[src/rtl/pll_search_pkg.sv]
package pll_search_pkg;
  localparam int FB_W   = 7;
  localparam int DIVR_W = 6;
  localparam int CFG_W  = 32;

  localparam int unsigned FB_LO      = 25;
  localparam int unsigned FB_HI      = 125;
  localparam int unsigned VCO_LO_KHZ = 1500000;
  localparam int unsigned VCO_HI_KHZ = 3000000;
  localparam int unsigned TOL_KHZ    = 10000;
  localparam int unsigned DIVR_MIN   = 1;
  localparam int unsigned DIVR_MAX   = 63;

  typedef enum logic [2:0] {
    S_IDLE, S_VCO, S_CORE, S_MCU, S_NEXT, S_DONE
  } state_t;

  typedef struct packed {
    logic [3:0] res;
    logic [3:0] pump;
    logic [1:0] hf;
    logic [9:0] lock_cnt;
    logic [6:0] lock_dly;
  } filt_t;

  function automatic logic [CFG_W-1:0] pack_cfg(filt_t f);
    logic [CFG_W-1:0] w;
    w = '0;
    w[3:0]   = f.res;
    w[8:5]   = f.pump;
    w[11:10] = f.hf;
    w[22:13] = f.lock_cnt;
    w[31:25] = f.lock_dly;
    return w;
  endfunction

  // Loop-filter settings per multiplier, given as ranges.
  function automatic filt_t filt_for(logic [FB_W-1:0] fb);
    filt_t f;
    f.hf       = 2'd3;
    f.lock_dly = 7'd63;
    if      (fb >= 7'd107) begin f.res = 4'd4;  f.pump = 4'd3; end
    else if (fb >= 7'd103) begin f.res = 4'd2;  f.pump = 4'd5; end
    else if (fb >= 7'd83)  begin f.res = 4'd2;  f.pump = 4'd4; end
    else if (fb >= 7'd51)  begin f.res = 4'd2;  f.pump = 4'd3; end
    else if (fb >= 7'd39)  begin f.res = 4'd12; f.pump = 4'd3; end
    else if (fb >= 7'd34)  begin f.res = 4'd6;  f.pump = 4'd5; end
    else if (fb == 7'd33)  begin f.res = 4'd10; f.pump = 4'd4; end
    else if (fb >= 7'd31)  begin f.res = 4'd1;  f.pump = 4'd6; end
    else if (fb >= 7'd27)  begin f.res = 4'd6;  f.pump = 4'd4; end
    else                   begin f.res = 4'd10; f.pump = 4'd3; end
    if      (fb >= 7'd61) f.lock_cnt = 10'd600;
    else if (fb >= 7'd58) f.lock_cnt = 10'd625;
    else if (fb >= 7'd56) f.lock_cnt = 10'd650;
    else if (fb >= 7'd54) f.lock_cnt = 10'd675;
    else if (fb >= 7'd52) f.lock_cnt = 10'd700;
    else if (fb == 7'd51) f.lock_cnt = 10'd725;
    else if (fb >= 7'd49) f.lock_cnt = 10'd750;
    else if (fb >= 7'd47) f.lock_cnt = 10'd775;
    else if (fb == 7'd46) f.lock_cnt = 10'd800;
    else if (fb == 7'd45) f.lock_cnt = 10'd825;
    else if (fb >= 7'd43) f.lock_cnt = 10'd850;
    else if (fb == 7'd42) f.lock_cnt = 10'd875;
    else if (fb == 7'd41) f.lock_cnt = 10'd900;
    else if (fb == 7'd40) f.lock_cnt = 10'd925;
    else if (fb == 7'd39) f.lock_cnt = 10'd950;
    else if (fb == 7'd38) f.lock_cnt = 10'd975;
    else                  f.lock_cnt = 10'd1000;
    return f;
  endfunction
endpackage

[src/rtl/pll_seq_divider.sv]
// Restoring divider: one quotient bit per cycle, done pulses after W steps.
module pll_seq_divider #(
  parameter int W = 25
) (
  input  logic         clk,
  input  logic         rst,
  input  logic         start,
  input  logic [W-1:0] dividend,
  input  logic [W-1:0] divisor,
  output logic         done,
  output logic [W-1:0] quo,
  output logic [W-1:0] rem
);
  localparam int CNT_W = $clog2(W + 1);

  logic [CNT_W-1:0] cnt;
  logic             busy;
  logic [W-1:0]     dvs;
  logic [W:0]       part;
  logic [W:0]       trial;

  always_comb begin
    part  = {rem, quo[W-1]};
    trial = part - {1'b0, dvs};
  end

  always_ff @(posedge clk) begin
    if (rst) begin
      busy <= 1'b0;
      done <= 1'b0;
      cnt  <= '0;
      quo  <= '0;
      rem  <= '0;
      dvs  <= '0;
    end else begin
      done <= 1'b0;
      if (start) begin
        busy <= 1'b1;
        quo  <= dividend;
        rem  <= '0;
        dvs  <= divisor;
        cnt  <= CNT_W'(W);
      end else if (busy) begin
        if (!trial[W]) begin
          rem <= trial[W-1:0];
          quo <= {quo[W-2:0], 1'b1};
        end else begin
          rem <= part[W-1:0];
          quo <= {quo[W-2:0], 1'b0};
        end
        cnt <= cnt - 1'b1;
        if (cnt == CNT_W'(1)) begin
          busy <= 1'b0;
          done <= 1'b1;
        end
      end
    end
  end
endmodule

[src/rtl/pll_ratio_judge.sv]
// Decides whether a quotient/remainder pair meets the tolerance and range rules.
module pll_ratio_judge
  import pll_search_pkg::*;
#(
  parameter int W = 25
) (
  input  logic [W-1:0] target,
  input  logic [W-1:0] quo,
  input  logic [W-1:0] rem,
  input  logic         exact_ok,
  output logic         ok
);
  logic [W-1:0] gap;
  logic         near;
  logic         exact;
  logic         in_range;

  assign gap      = target - rem;
  assign near     = gap < W'(TOL_KHZ);
  assign exact    = (rem == '0);
  assign in_range = (quo >= W'(DIVR_MIN)) && (quo <= W'(DIVR_MAX));
  assign ok       = in_range && (near || (exact_ok && exact));
endmodule

[src/rtl/pll_cfg_rom.sv]
// Registered lookup of the loop-filter word, in a form that maps to a ROM.
module pll_cfg_rom
  import pll_search_pkg::*;
(
  input  logic             clk,
  input  logic [FB_W-1:0]  addr,
  output logic [CFG_W-1:0] data
);
  always_ff @(posedge clk) begin
    data <= pack_cfg(filt_for(addr));
  end
endmodule

[src/rtl/pll_div_search.sv]
module pll_div_search
  import pll_search_pkg::*;
#(
  parameter int REF_INT_W  = 8,
  parameter int REF_FRAC_W = 10,
  parameter int TGT_W      = 10,
  parameter int ODIV_W     = 2
) (
  input  logic                  clk,
  input  logic                  rst,
  input  logic                  start,
  input  logic [REF_INT_W-1:0]  ref_mhz,
  input  logic [REF_FRAC_W-1:0] ref_khz_frac,
  input  logic [TGT_W-1:0]      core_mhz,
  input  logic [TGT_W-1:0]      mcu_mhz,
  input  logic [ODIV_W-1:0]     out_div_sel,
  output logic                  done,
  output logic                  err,
  output logic [FB_W-1:0]       fb_sel,
  output logic [DIVR_W-1:0]     core_div,
  output logic [DIVR_W-1:0]     mcu_div,
  output logic [CFG_W-1:0]      cfg_word
);
  localparam int INTK_W = REF_INT_W + 10;
  localparam int REF_W  = ((INTK_W > REF_FRAC_W) ? INTK_W : REF_FRAC_W) + 1;
  localparam int VCO_W  = FB_W + REF_W;
  localparam int DIV_W  = VCO_W - 1;

  state_t             state;
  logic [REF_W-1:0]   ref_k;
  logic [DIV_W-1:0]   core_k;
  logic [DIV_W-1:0]   mcu_k;
  logic [FB_W-1:0]    fb;
  logic [DIV_W-1:0]   pll_k;
  logic [DIVR_W-1:0]  core_q;
  logic               found;

  logic [REF_W-1:0]   ref_k_c;
  logic [VCO_W-1:0]   vco_c;
  logic               vco_ok;
  logic               req_bad;

  logic               div_go;
  logic [DIV_W-1:0]   div_dvs;
  logic               div_done;
  logic [DIV_W-1:0]   div_quo;
  logic [DIV_W-1:0]   div_rem;

  logic [DIV_W-1:0]   jdg_target;
  logic               jdg_ok;
  logic [CFG_W-1:0]   rom_q;

  assign ref_k_c = REF_W'(ref_mhz) * REF_W'(1000) + REF_W'(ref_khz_frac);
  assign vco_c   = VCO_W'(fb) * VCO_W'(ref_k);
  assign vco_ok  = (vco_c >= VCO_W'(VCO_LO_KHZ)) && (vco_c <= VCO_W'(VCO_HI_KHZ)) && !vco_c[0];
  assign req_bad = (core_mhz == '0) || (mcu_mhz == '0) || (out_div_sel != ODIV_W'(1));

  assign jdg_target = (state == S_CORE) ? core_k : mcu_k;

  pll_seq_divider #(.W(DIV_W)) u_div (
    .clk      (clk),
    .rst      (rst),
    .start    (div_go),
    .dividend (pll_k),
    .divisor  (div_dvs),
    .done     (div_done),
    .quo      (div_quo),
    .rem      (div_rem)
  );

  pll_ratio_judge #(.W(DIV_W)) u_judge (
    .target   (jdg_target),
    .quo      (div_quo),
    .rem      (div_rem),
    .exact_ok (state == S_CORE),
    .ok       (jdg_ok)
  );

  pll_cfg_rom u_rom (
    .clk  (clk),
    .addr (fb),
    .data (rom_q)
  );

  always_ff @(posedge clk) begin
    if (rst) begin
      state    <= S_IDLE;
      ref_k    <= '0;
      core_k   <= '0;
      mcu_k    <= '0;
      fb       <= FB_W'(FB_HI);
      pll_k    <= '0;
      core_q   <= '0;
      found    <= 1'b0;
      div_go   <= 1'b0;
      div_dvs  <= '0;
      done     <= 1'b0;
      err      <= 1'b0;
      fb_sel   <= '0;
      core_div <= '0;
      mcu_div  <= '0;
      cfg_word <= '0;
    end else begin
      div_go <= 1'b0;
      done   <= 1'b0;
      case (state)
        S_IDLE: begin
          if (start) begin
            ref_k  <= ref_k_c;
            core_k <= DIV_W'(core_mhz) * DIV_W'(1000);
            mcu_k  <= DIV_W'(mcu_mhz) * DIV_W'(1000);
            fb     <= FB_W'(FB_HI);
            found  <= 1'b0;
            state  <= req_bad ? S_DONE : S_VCO;
          end
        end
        S_VCO: begin
          if (vco_ok) begin
            pll_k   <= vco_c[VCO_W-1:1];
            div_dvs <= core_k;
            div_go  <= 1'b1;
            state   <= S_CORE;
          end else begin
            state <= S_NEXT;
          end
        end
        S_CORE: begin
          if (div_done) begin
            if (jdg_ok) begin
              core_q  <= div_quo[DIVR_W-1:0];
              div_dvs <= mcu_k;
              div_go  <= 1'b1;
              state   <= S_MCU;
            end else begin
              state <= S_NEXT;
            end
          end
        end
        S_MCU: begin
          if (div_done) begin
            if (jdg_ok) begin
              found <= 1'b1;
              state <= S_DONE;
            end else begin
              state <= S_NEXT;
            end
          end
        end
        S_NEXT: begin
          if (fb == FB_W'(FB_LO)) begin
            state <= S_DONE;
          end else begin
            fb    <= fb - 1'b1;
            state <= S_VCO;
          end
        end
        S_DONE: begin
          done     <= 1'b1;
          err      <= !found;
          fb_sel   <= found ? fb : '0;
          core_div <= found ? core_q : '0;
          mcu_div  <= found ? div_quo[DIVR_W-1:0] : '0;
          cfg_word <= found ? rom_q : '0;
          state    <= S_IDLE;
        end
        default: state <= S_IDLE;
      endcase
    end
  end
endmodule

[config.mk]
export PLATFORM = sky130hd
export DESIGN_NAME = pll_div_search
export DESIGN_NICKNAME = d
export VERILOG_FILES = /design/src/rtl/pll_search_pkg.sv /design/src/rtl/pll_seq_divider.sv /design/src/rtl/pll_ratio_judge.sv /design/src/rtl/pll_cfg_rom.sv /design/src/rtl/pll_div_search.sv
export SDC_FILE = /design/constraint.sdc
export NUM_CORES = 1
export LEC_CHECK = 0
export BUFFER_PORTS_ARGS = -buffer_cell sky130_fd_sc_hd__buf_2
export CAP_MARGIN = 10
export CELL_PAD_IN_SITES_DETAIL_PLACEMENT = 1
export CELL_PAD_IN_SITES_GLOBAL_PLACEMENT = 1
export CORE_MARGIN = 10
export CORE_UTILIZATION = 49
export CTS_CLUSTER_DIAMETER = 100
export DETAILED_ROUTE_END_ITERATION = 10
export PLACE_DENSITY_LB_ADDON = 0.12
export REMOVE_ABC_BUFFERS = 1
export SLEW_MARGIN = 5
export SYNTH_ARGS = -nofsm -noshare
export SYNTH_HDL_FRONTEND = slang
export SYNTH_SLANG_ARGS = --single-unit
[constraint.sdc]
create_clock -name clk -period 9.2 [get_ports clk]
set_input_delay 2.3 -clock clk [delete_from_list [all_inputs] [get_ports clk]]
set_output_delay 2.3 -clock clk [all_outputs]
set_load 0.01 [all_outputs]
==> metrics.md, run 1 <==
| Metric | Value |
|---|---|
| Reg clk slew, reported paths | approximately 0.070 ns |
| Sequential area share after synthesis | ~22% |
| Design area | approximately 23000 um^2 |
| Drt total wl | just under 60000 um |
| FMAX | between 0.1 and 0.15 GHz |
| Yosys warns | 0 |
| Clock Skews | 0.02575 ns |
| IO Port Bufs | slightly below 90 |
| Post-CTS sizing | 0 |
| Hold Crit Class | reg2reg |
| Post-CTS Hold Buffers | 0 |
| Post-place setup slack | around 1.9 ns |
| CP max stage delay | 0.99 ns |
| Tmin final | between 7 and 8 ns |
| Top post-synthesis cells by area | dfxtp_1 (22%), fa_1 (16%), ha_1 (13%) |
| RSZ-0062 raised after global routing | false |
| Via count | approximately 18k |
| Synth-to-Final Area Change | 7.859% |
| CTS Sinks | ~240 |
| Core area | roughly 43000 um^2 |
| Post-synth top flop | dfxtp_1 |
| DRC violations left | 0 |
| CP max-delay cell | or4b_1 |
| Measured slew at the worst slew-check pin | between 1 and 1.5 ns |
| Avg Cell Area, Syn | 8.375 um^2 |
| Clk Latency, worst-skew pair | roughly 0.57 ns |
| Slew Viols, Final | 0 |
| Root buf cell | clkbuf_16 |
| DRT Pass-1 Iters | 5 |
| Starting density of the core | between 40% and 50% |
| Crit-path most repeated cell | fa_1 |
| Crit path buffers/inverters | 3 |
| Die Area | 53030 um^2 |
| Worst Path Required | 9.69 ns |
| Post-synthesis instance total | ~2.6k |
| HPWL Detailed | approximately 46000 um |
| Antenna violations before repair | 1 |
| Final period util | between 70% and 80% |
| # fillers | 5247 |
| Horiz. Die Dim | ~230 um |
| Max Cap Viol | 0 |
| Num rows | 76 |
| CP top delay family | simple AND/OR/NAND/NOR gates |
| Multi-input logic area | roughly 15000 um^2 |
| Crit path max fanout | 23 |
| Boundary pin count | 96 |
| Gr usage total | 21.26% |
| Largest net degree at the start of global routing | slightly above 80 |
| Cts bufs inserted | 28 |
| Grt total ovfl | 0 |
| Area fraction of the dominant cell type after synthesis | between 20 and 25% |
| Register Area | 4827 um^2 |
| #FFs+latches synth | between 200 and 250 |
| Via-to-Cell Ratio | 5.608 |
| WL per Instance | 18.15 um |
| Via count of the first global-routing pass | about 19k |
| Number of diodes | 0 |
| First-pass GRT wire length | about 96000 um |
| CTS tree | yes |
| DP Area | approximately 22000 um^2 |
| Area of the mapped netlist | about 22000 um^2 |
| Leading area contributor after synthesis | dfxtp_1 |
| Starting DRT DRC Count | 817 |
| Gpl congestion | 0.8614 |
| Worst slew margin | a little over a fifth |
| Setup-failing EPs final | 0 |
| Critical path class | reg2reg |
| Fraction of layout cells with a size suffix above 1 | under 10% |
| Crit path arrival time | slightly below 8 ns |
| Final WS setup | 1.851 ns |
| H-tree levels | 1 |
| Final TNS setup | 0 ns |
| Fin. Hold Viols | 0 |
| Cell Chain, Critical Path | nand2_1 > fa_1 > fa_1 > inv_1 > fa_1 > inv_1 > fa_1 > inv_1 > ha_1 > a21oi_1 > o22ai_1 > o31ai_4 > or4b_1 > o211ai_1 > and2_1 > a31oi_1 > nor3_1 > or4b_1 > nor2b_1 > nor3b_1 |
| Cell variety after synth | a little over 80 |
| Crit end category | flop |
| Ys async rst share | 0% |
| EDFF count, synth | 0 |
| Crit path launch type | flop |
| Fin nets | around 3.0k |
| Post-CTS Setup Inserts | 0 |
| Antenna-violating nets left | 0 |
| Die Y | 230.3 um |
| Max clock buf depth | 3 |
| Status | finished clean |
## routing by layer
| metal | vias to the layer above | part of all wire [%] | global-route usage, % |
|---|---|---|---|
| met5 | - | 0.022 | 0 |
| met1 | 8877 | 46 | 27.88 |
| li1 | 8734 | - | - |
| met3 | 63 | 3.3 | 2.413 |
| met4 | 2 | 1.5 | 4.090 |
| met2 | 231 | 49 | 37.09 |
## state kept, by name, indices dropped and copies added (netlist names), 3 cells and up
name and flops:
pll_k 25, u_div.quo 25, u_div.rem 25, ref_k 19, cfg_word 17, core_k 17
div_dvs 17, mcu_k 17, u_div.dvs 17, u_rom.data 16, fb 7, fb_sel 7
core_div 6, core_q 6, mcu_div 6, u_div.cnt 5, state 3
## path summary, 6_finish.rpt
check	startpoint	to	slack (ns)	cells after the start
worst max-delay path	fb[6]$_SDFFE_PP1P_	state[2]$_SDFFE_PP0P_	1.85	20
worst min-delay path	cfg_word[13]$_SDFFE_PP0P_	cfg_word[13]$_SDFFE_PP0P_	0.45	2
worst max register to register	fb[6]$_SDFFE_PP1P_	state[2]$_SDFFE_PP0P_	1.85	20
worst min register to register	cfg_word[13]$_SDFFE_PP0P_	cfg_word[13]$_SDFFE_PP0P_	0.45	2
## worst reg2reg max path, cell delays in order (launching register included)
cell and delay (ns):
dfxtp_1 0.72, nand2_1 0.18, fa_1 0.54, fa_1 0.54, inv_1 0.05, fa_1 0.53, inv_1 0.06, fa_1 0.53
inv_1 0.04, ha_1 0.40, a21oi_1 0.19, o22ai_1 0.15, o31ai_4 0.41, or4b_1 0.48, o211ai_1 0.14, and2_1 0.19
a31oi_1 0.10, nor3_1 0.45, or4b_1 0.99, nor2b_1 0.35, nor3b_1 0.21
## area by class of cell
type                            instances  share of cell area (%)
Multi-Input combinational cell       1977                   65.76
Inverter                              231                   3.710
Timing Repair Buffer                  109                   2.586
Clock buffer                           39                   3.566
Sequential cell                       241                   20.66
Tap cell                              585                   3.132
Clock inverter                         11                  0.5943
## synthesized netlist by cell type (5+ instances only)
master and count:
nand2_1 315, dfxtp_1 241, inv_1 231, ha_1 220, a21oi_1 204, nor2_1 204
fa_1 168, and2_1 112, clkbuf_1 111, mux2i_1 82, xnor2_1 70, o21ai_0 69
nand3_1 67, nor3_1 40, a211oi_1 39, a21o_1 33, o21a_1 29, xor2_1 25
o21bai_1 24, a41oi_1 21, nor4_1 18, nand2b_1 17, nor2b_1 17, and3_1 16
buf_4 16, a31oi_1 15, or3_1 15, o211ai_1 13, buf_1 10, nand4_1 9
o21ai_1 9, or2_2 9, a2111oi_0 8, a21boi_0 8, o31ai_1 6, and4_1 5
nand3b_1 5, nor3b_1 5, or4_1 5
## through the flow
stage,utilization (%),std cells,hold WS (ns)
4_1_cts,53.90,3193,0.4509
6_report,53.90,3193,0.4453
3_3_place_gp,51.65,3143,0.4369
2_1_floorplan,-,2449,0.4258
5_1_grt,53.90,3193,0.4662
3_5_place_dp,51.65,3143,0.4422
## cell families (layout without fill, tap and decap cells)
| logic type | after synthesis | count (layout) | synth area share (%) |
|---|---|---|---|
| simple gates | 871 | 871 | 18.87 |
| xor+xnor | 96 | 96 | 3.915 |
| compound gates | 533 | 533 | 15.98 |
| fa+ha+maj | 388 | 388 | 28.23 |
| flops | 241 | 241 | 22.27 |
| buf+inv | 375 | 390 | 6.930 |
| mux | 82 | 82 | 3.788 |
| other cells | 1 | 7 | 0.01731 |
## cells in the final DEF (no fill, tap or decap), drive strengths merged, types with 6 or more instances in the layout
cell type and instances:
and2 112, xnor2 70, o21ai 79, xor2 26, nor2 204, mux2i 82, buf 109, nand4 9
dfxtp 241, or2 10, o211ai 13, nor3 40, nand3 67, o31ai 8, nand2b 17, nor2b 17
a31oi 16, a2111oi 9, and3 17, a41oi 21, o21a 29, a21oi 206, clkinv 6, o21bai 24
or4 6, fa 168, a21o 33, nand2 315, ha 220, clkbuf 39, a21boi 10, or3 15
conb 7, a211oi 41, inv 231, nor4 18
Power of run 1 is not shown: default switching activity piles up to over one toggle a cycle in this logic, so the estimate is an artifact.
==> run 2: changes to the inputs <==
clock period = 7.2 ns   (was 9.2 ns; I/O delays follow)
==> metrics.md, run 2 (synthesized netlist as in run 1, its figures left out) <==
| Metric | Value |
|---|---|
| Status | finished clean |
| CTS Sinks | 241 (unchanged) |
| Worst R2R Start | fb[2]$_SDFFE_PP1P_ |
| H-tree levels | 1 (unchanged) |
| Core area | 43360 um^2 (unchanged) |
| Final TNS setup | 0 ns (unchanged) |
| Via-to-Cell Ratio | 5.567 (-0.74%) |
| Commonest non-fill, non-tap cell in the layout | nand2_1 |
| Starting density of the core | 49.97% (unchanged) |
| Post-CTS Hold Buffers | 0 (unchanged) |
| Drt total wl | 57710 um (-0.41%) |
| Clock Skews | 0.03353 ns (+0.007788 ns) |
| Reg2reg path depth | 21 (+5.0%) |
| Max Cap Viol | 0 (unchanged) |
| Hold Crit Class | reg2reg |
| FMAX | 0.1476 GHz (+8.5%) |
| Tmin final | 6.775 ns (-0.5744 ns) |
| Num rows | 76 (unchanged) |
| Worst R2R End | pll_k[8]$_SDFFE_PP0P_ |
| DRC violations left | 0 (unchanged) |
| Gpl congestion | 0.8459 (-1.8%) |
| R2R setup slack | 0.43 ns (-1.43 ns) |
| Fin. Hold Viols | 0 (unchanged) |
| Crit path launch type | flop |
| Measured slew at the worst slew-check pin | 1.035 ns (-0.1434 ns) |
| Fin Hold WS | 0.4449 ns (-0.0004300 ns) |
| Antenna violations before repair | 1 (unchanged) |
| Biggest registers after layout | pll_k x25, u_div.quo x25, u_div.rem x25 |
| CP top delay family | adder cells |
| Synth-to-Final Area Change | 8.633% |
| Gr usage total | 21.61% (+0.35 points) |
| Starting DRT DRC Count | 863 (+5.6%) |
| Final WS setup | 0.4255 ns (-1.426 ns) |
| Via count | 17.84k (-0.37%) |
| Die Y | 230.3 um (unchanged) |
| Crit-path most repeated cell | fa_1 |
| Fraction of layout cells with a size suffix above 1 | 7.942% (+0.66 points) |
| CTS tree | yes |
| Clk Latency, worst-skew pair | 0.58 ns (about the same) |
| Fin nets | 3027 (+0.26%) |
| Cell Chain, Critical Path | buf_4 > and2_1 > fa_1 > ha_1 > fa_1 > inv_1 > fa_1 > inv_1 > ha_1 > and3_4 > a22oi_2 > a21oi_1 > o21a_1 > o31ai_1 > xnor2_1 > a211oi_1 > or4b_1 > or4b_1 > buf_4 > mux2i_1 > nor2_1 |
| Critical path depth | 21 (+5.0%) |
| Largest net degree at the start of global routing | 86 (+4.9%) |
| Antenna-violating nets left | 0 (unchanged) |
| Horiz. Die Dim | 230.3 um (unchanged) |
| Commonest cells after routing, fill and taps aside | nand2_1 (315), dfxtp_1 (235), inv_1 (231), ha_1 (220) |
| Reg clk slew, reported paths | 0.06 ns (about the same) |
| CP startpoint | fb[2]$_SDFFE_PP1P_ |
| Setup-failing EPs final | 0 (unchanged) |
| Final period util | 94.09% (+14 points) |
| Crit path max fanout | 21 (-8.7%) |
| WL per Instance | 18.01 um (-0.78%) |
| DRT Pass-1 Iters | 5 (unchanged) |
| Final Util | 54.28% (+0.39 points) |
| CP max-delay cell | or4b_1 |
| Crit path buffers/inverters | 4 (+1) |
| RSZ-0062 raised after global routing | false |
| Hold-critical path depth | 2 (unchanged) |
| HPWL Detailed | 45280 um (-0.58%) |
| Root buf cell | clkbuf_16 |
| Max clock buf depth | 3 (unchanged) |
| Slew Viols, Final | 0 (unchanged) |
| Boundary pin count | 96 (unchanged) |
| Crit path arrival time | 7.22 ns (-0.62 ns) |
| CP max stage delay | 0.70 ns (-0.29 ns) |
| First-pass GRT wire length | 97180 um (+1.5%) |
| Die Area | 53030 um^2 (unchanged) |
| Multi-input logic area | 15370 um^2 (unchanged) |
| Crit end category | flop |
| Register Area | 4832 um^2 (+0.10%) |
| Cts bufs inserted | 29 (+3.6%) |
| IO Port Bufs | 88 (unchanged) |
| Setup crit end | pll_k[8]$_SDFFE_PP0P_ |
| # fillers | 5235 (-0.23%) |
| Grt total ovfl | 0 (unchanged) |
| Critical path class | reg2reg |
| Worst Path Required | 7.64 ns (-2.05 ns) |
| Via count of the first global-routing pass | 18.97k (+0.42%) |
| Post-place setup slack | 0.2335 ns (-1.633 ns) |
| Worst slew margin | 30.94% (+9.5 points) |
==> run 2: cell types whose count changed in the layout (fill, tap and decap cells not counted), sizes merged <==
cell / change
inv: +2
diode: +1
clkbuf: -5
bufinv: +3
clkinv: +4
buf: +7
==> run 2: routing by layer <==
| metal | vias up | track usage [%] | routed length [um] |
|---|---|---|---|
| li1 | 8756 | - | - |
| met1 | 8827 | 28.77 | 27260 |
| met2 | 198 | 36.82 | 27780 |
| met3 | 60 | 2.561 | 1653 |
| met4 | 0 | 4.769 | 1019 |
| met5 | - | 0 | 0 |
==> run 2: how the worst min path moves through the flow <==
| stage | start | to | slack (ns) |
|---|---|---|---|
| after detailed placement | cfg_word[17]$_SDFFE_PP0P_ | cfg_word[17]$_SDFFE_PP0P_ | 0.44 |
| final | cfg_word[16]$_SDFFE_PP0P_ | cfg_word[16]$_SDFFE_PP0P_ | 0.44 |
| after global routing | cfg_word[17]$_SDFFE_PP0P_ | cfg_word[17]$_SDFFE_PP0P_ | 0.47 |
| after global placement | cfg_word[15]$_SDFFE_PP0P_ | cfg_word[15]$_SDFFE_PP0P_ | 0.43 |
| after CTS | cfg_word[16]$_SDFFE_PP0P_ | cfg_word[16]$_SDFFE_PP0P_ | 0.45 |
| after floorplan | pll_k[9]$_SDFFE_PP0P_ | pll_k[9]$_SDFFE_PP0P_ | 0.43 |
==> run 2: repair_timing <==
item	4_1_cts	5_1_grt
setup buffers	0	0
endpoints found under the setup margin	0	21
gates resized for setup	0	4
==> run 2: area by class of cell <==
type,count,share of cell area [%]
Antenna cell,1,0.01063
Clock buffer,34,3.376
Clock inverter,20,1.212
Inverter,231,3.684
Multi-Input combinational cell,1977,65.29
Sequential cell,241,20.53
Tap cell,585,3.110
Timing Repair Buffer,116,2.791
==> run 2: worst register-to-register path, stage by stage (launching register included) <==
cell,delay (ns)
dfxtp_1,0.69
buf_4,0.36
and2_1,0.19
fa_1,0.43
ha_1,0.23
fa_1,0.51
inv_1,0.06
fa_1,0.55
inv_1,0.05
ha_1,0.40
and3_4,0.23
a22oi_2,0.23
a21oi_1,0.12
o21a_1,0.22
o31ai_1,0.27
xnor2_1,0.27
a211oi_1,0.13
or4b_1,0.47
or4b_1,0.70
buf_4,0.30
mux2i_1,0.18
nor2_1,0.06
==> run 2: per-stage QoR <==
| stage | cell area, um^2 | std cells |
|---|---|---|
| floorplan | 21060 | 2449 |
| global placement | 22450 | 3150 |
| detailed placement | 22450 | 3150 |
| CTS | 23530 | 3204 |
| global route | 23540 | 3204 |
| finish | 23540 | 3205 |
Power of run 2 is left out for the same reason.
==> run 3: changes to the inputs <==
==> constraint.sdc (replaced) <==
create_clock -name clk -period 7.2 [get_ports clk]
set_input_delay 0.72 -clock clk [delete_from_list [all_inputs] [get_ports clk]]
set_output_delay 0.72 -clock clk [all_outputs]
set_load 0.01 [all_outputs]
==> metrics.md, run 3 (synthesized netlist as in run 1, its figures left out) <==
| Metric | Value |
|---|---|
| Hold Crit Class | in2reg |
| Boundary pin count | 96 (unchanged) |
| Crit path arrival time | 7.12 ns (-0.10 ns) |
| Grt total ovfl | 0 (unchanged) |
| Post-CTS Hold Buffers | 0 (unchanged) |
| Worst Path Required | 7.62 ns (-0.02 ns) |
| Reg clk slew, reported paths | 0.07 ns (about the same) |
| Commonest cells after routing, fill and taps aside | nand2_1 (315), dfxtp_1 (238), inv_1 (231), ha_1 (220) |
| CP max-delay cell | dfxtp_1 |
| Status | finished clean |
| Starting density of the core | 49.97% (unchanged) |
| Core area | 43360 um^2 (unchanged) |
| Antenna violations before repair | 0 (-1) |
| Worst slew margin | 29.69% (-1.2 points) |
| R2R setup slack | 0.50 ns (+0.07 ns) |
| Num rows | 76 (unchanged) |
| M3 GR Usage | 2.623% (+0.062 points) |
| Final WS setup | 0.5000 ns (+0.07447 ns) |
| Crit path max fanout | 21 (unchanged) |
| DRC violations left | 0 (unchanged) |
| FMAX | 0.1493 GHz (+1.1%) |
| Crit path launch type | flop |
| DRT Pass-1 Iters | 5 (unchanged) |
| Via count | 17.90k (+0.31%) |
| Antenna-violating nets left | 0 (unchanged) |
| Crit-path most repeated cell | fa_1 |
| IO Port Bufs | 88 (unchanged) |
| Met2 usage | 36.87% (+0.046 points) |
| Fin. Hold Viols | 0 (unchanged) |
| CP max stage delay | 0.66 ns (-0.04 ns) |
| Gr usage total | 21.36% (-0.25 points) |
| Design area | 23360 um^2 (-0.75%) |
| CTS Sinks | 241 (unchanged) |
| Commonest non-fill, non-tap cell in the layout | nand2_1 |
| RSZ-0062 raised after global routing | false |
| DP Area | 22460 um^2 (about the same) |
| Starting DRT DRC Count | 851 (-1.4%) |
| Biggest registers after layout | pll_k x25, u_div.quo x25, u_div.rem x25 |
| Horiz. Die Dim | 230.3 um (unchanged) |
| Final TNS setup | 0 ns (unchanged) |
| Cell Chain, Critical Path | buf_4 > and2_1 > fa_1 > ha_1 > inv_1 > fa_1 > fa_1 > inv_1 > ha_1 > a21o_1 > a22oi_2 > a21oi_1 > o21a_1 > o31ai_1 > xnor2_1 > a211oi_1 > or4b_1 > or4b_4 > buf_4 > mux2i_1 > nor2_1 |
| Critical path class | reg2reg |
| Post-place setup slack | 0.1187 ns (-0.1148 ns) |
| Cts bufs inserted | 27 (-6.9%) |
| Setup-failing EPs final | 0 (unchanged) |
| Max Cap Viol | 0 (unchanged) |
| Largest net degree at the start of global routing | 78 (-9.3%) |
| Gpl congestion | 0.8347 (-1.3%) |
| H-tree levels | 1 (unchanged) |
| WL per Instance | 18.01 um (about the same) |
| Fraction of layout cells with a size suffix above 1 | 7.492% (-0.45 points) |
| Tmin final | 6.700 ns (-0.07447 ns) |
| Slew Viols, Final | 0 (unchanged) |
| Via count of the first global-routing pass | 18.86k (-0.59%) |
| Met1 Use GR | 27.96% (-0.81 points) |
| Final period util | 93.06% (-1.0 points) |
| Final Util | 53.88% (-0.41 points) |
| First-pass GRT wire length | 96360 um (-0.84%) |
| Crit end category | flop |
| Via-to-Cell Ratio | 5.591 (+0.44%) |
| Clock Skews | 0.01081 ns (-0.02272 ns) |
| Measured slew at the worst slew-check pin | 1.053 ns (+0.01869 ns) |
| Die Area | 53030 um^2 (unchanged) |
| Synth-to-Final Area Change | 7.819% |
| Global route hottest layer | met2 |
| CTS tree | yes |
| Root buf cell | clkbuf_16 |
| Fin nets | 3026 (-0.033%) |
| Die Y | 230.3 um (unchanged) |
| HPWL Detailed | 45320 um (about the same) |
| Drt total wl | 57650 um (-0.11%) |
| Clk Latency, worst-skew pair | 0.56 ns (-0.02 ns) |
| Max clock buf depth | 3 (unchanged) |
| Number of diodes | 0 (-1) |
run 3: worst paths after layout:
kind                                 start                       end  cells past startpoint
setup / recovery        fb[2]$_SDFFE_PP1P_     pll_k[7]$_SDFFE_PP0P_                     21
hold / removal             ref_khz_frac[2]     ref_k[2]$_SDFFE_PP0P_                      3
setup reg to reg        fb[2]$_SDFFE_PP1P_     pll_k[7]$_SDFFE_PP0P_                     21
hold reg to reg   core_div[2]$_SDFFE_PP0P_  core_div[2]$_SDFFE_PP0P_                      2
run 3: worst max-delay path: cells and delay by family, from the launching register on:
kind,cells,cell delay [ns]
mux,1,0.19
compound gates,6,1.25
simple gates,4,1.36
buf+inv,4,0.70
xor+xnor,1,0.26
flops,1,0.66
fa+ha+maj,5,2.14
run 3: repair_timing:
item,4_1_cts,5_1_grt
buffers inserted,0,0
endpoints found under the setup margin,0,26
gates resized for setup,0,2
run 3: routing by layer:
metal  vias up  routed length, um  part of all wire [%]
met5         -                  0                     0
met1      8862              26880                    47
met4         0               1015                   1.8
met3        63               1855                   3.2
li1       8745                  -                     -
met2       227              27900                    48
run 3: through the flow:
step	hold WS (ns)	cells
global placement	0.4369	3151
floorplan	0.4258	2449
detailed placement	0.4436	3151
CTS	0.3696	3201
global route	0.3991	3201
finish	0.3919	3201
run 3: area by class of cell:
| type | instances | area [um^2] |
|---|---|---|
| fill | 5268 | 20000 |
| multi-input combinational | 1977 | 15370 |
| sequential | 241 | 4828 |
| inverter | 231 | 867.1 |
| clock buffer | 40 | 784.5 |
| tap | 585 | 732.0 |
| timing repair buffer | 117 | 664.4 |
| clock inverter | 10 | 113.9 |
Power of run 3 is left out for the same reason.
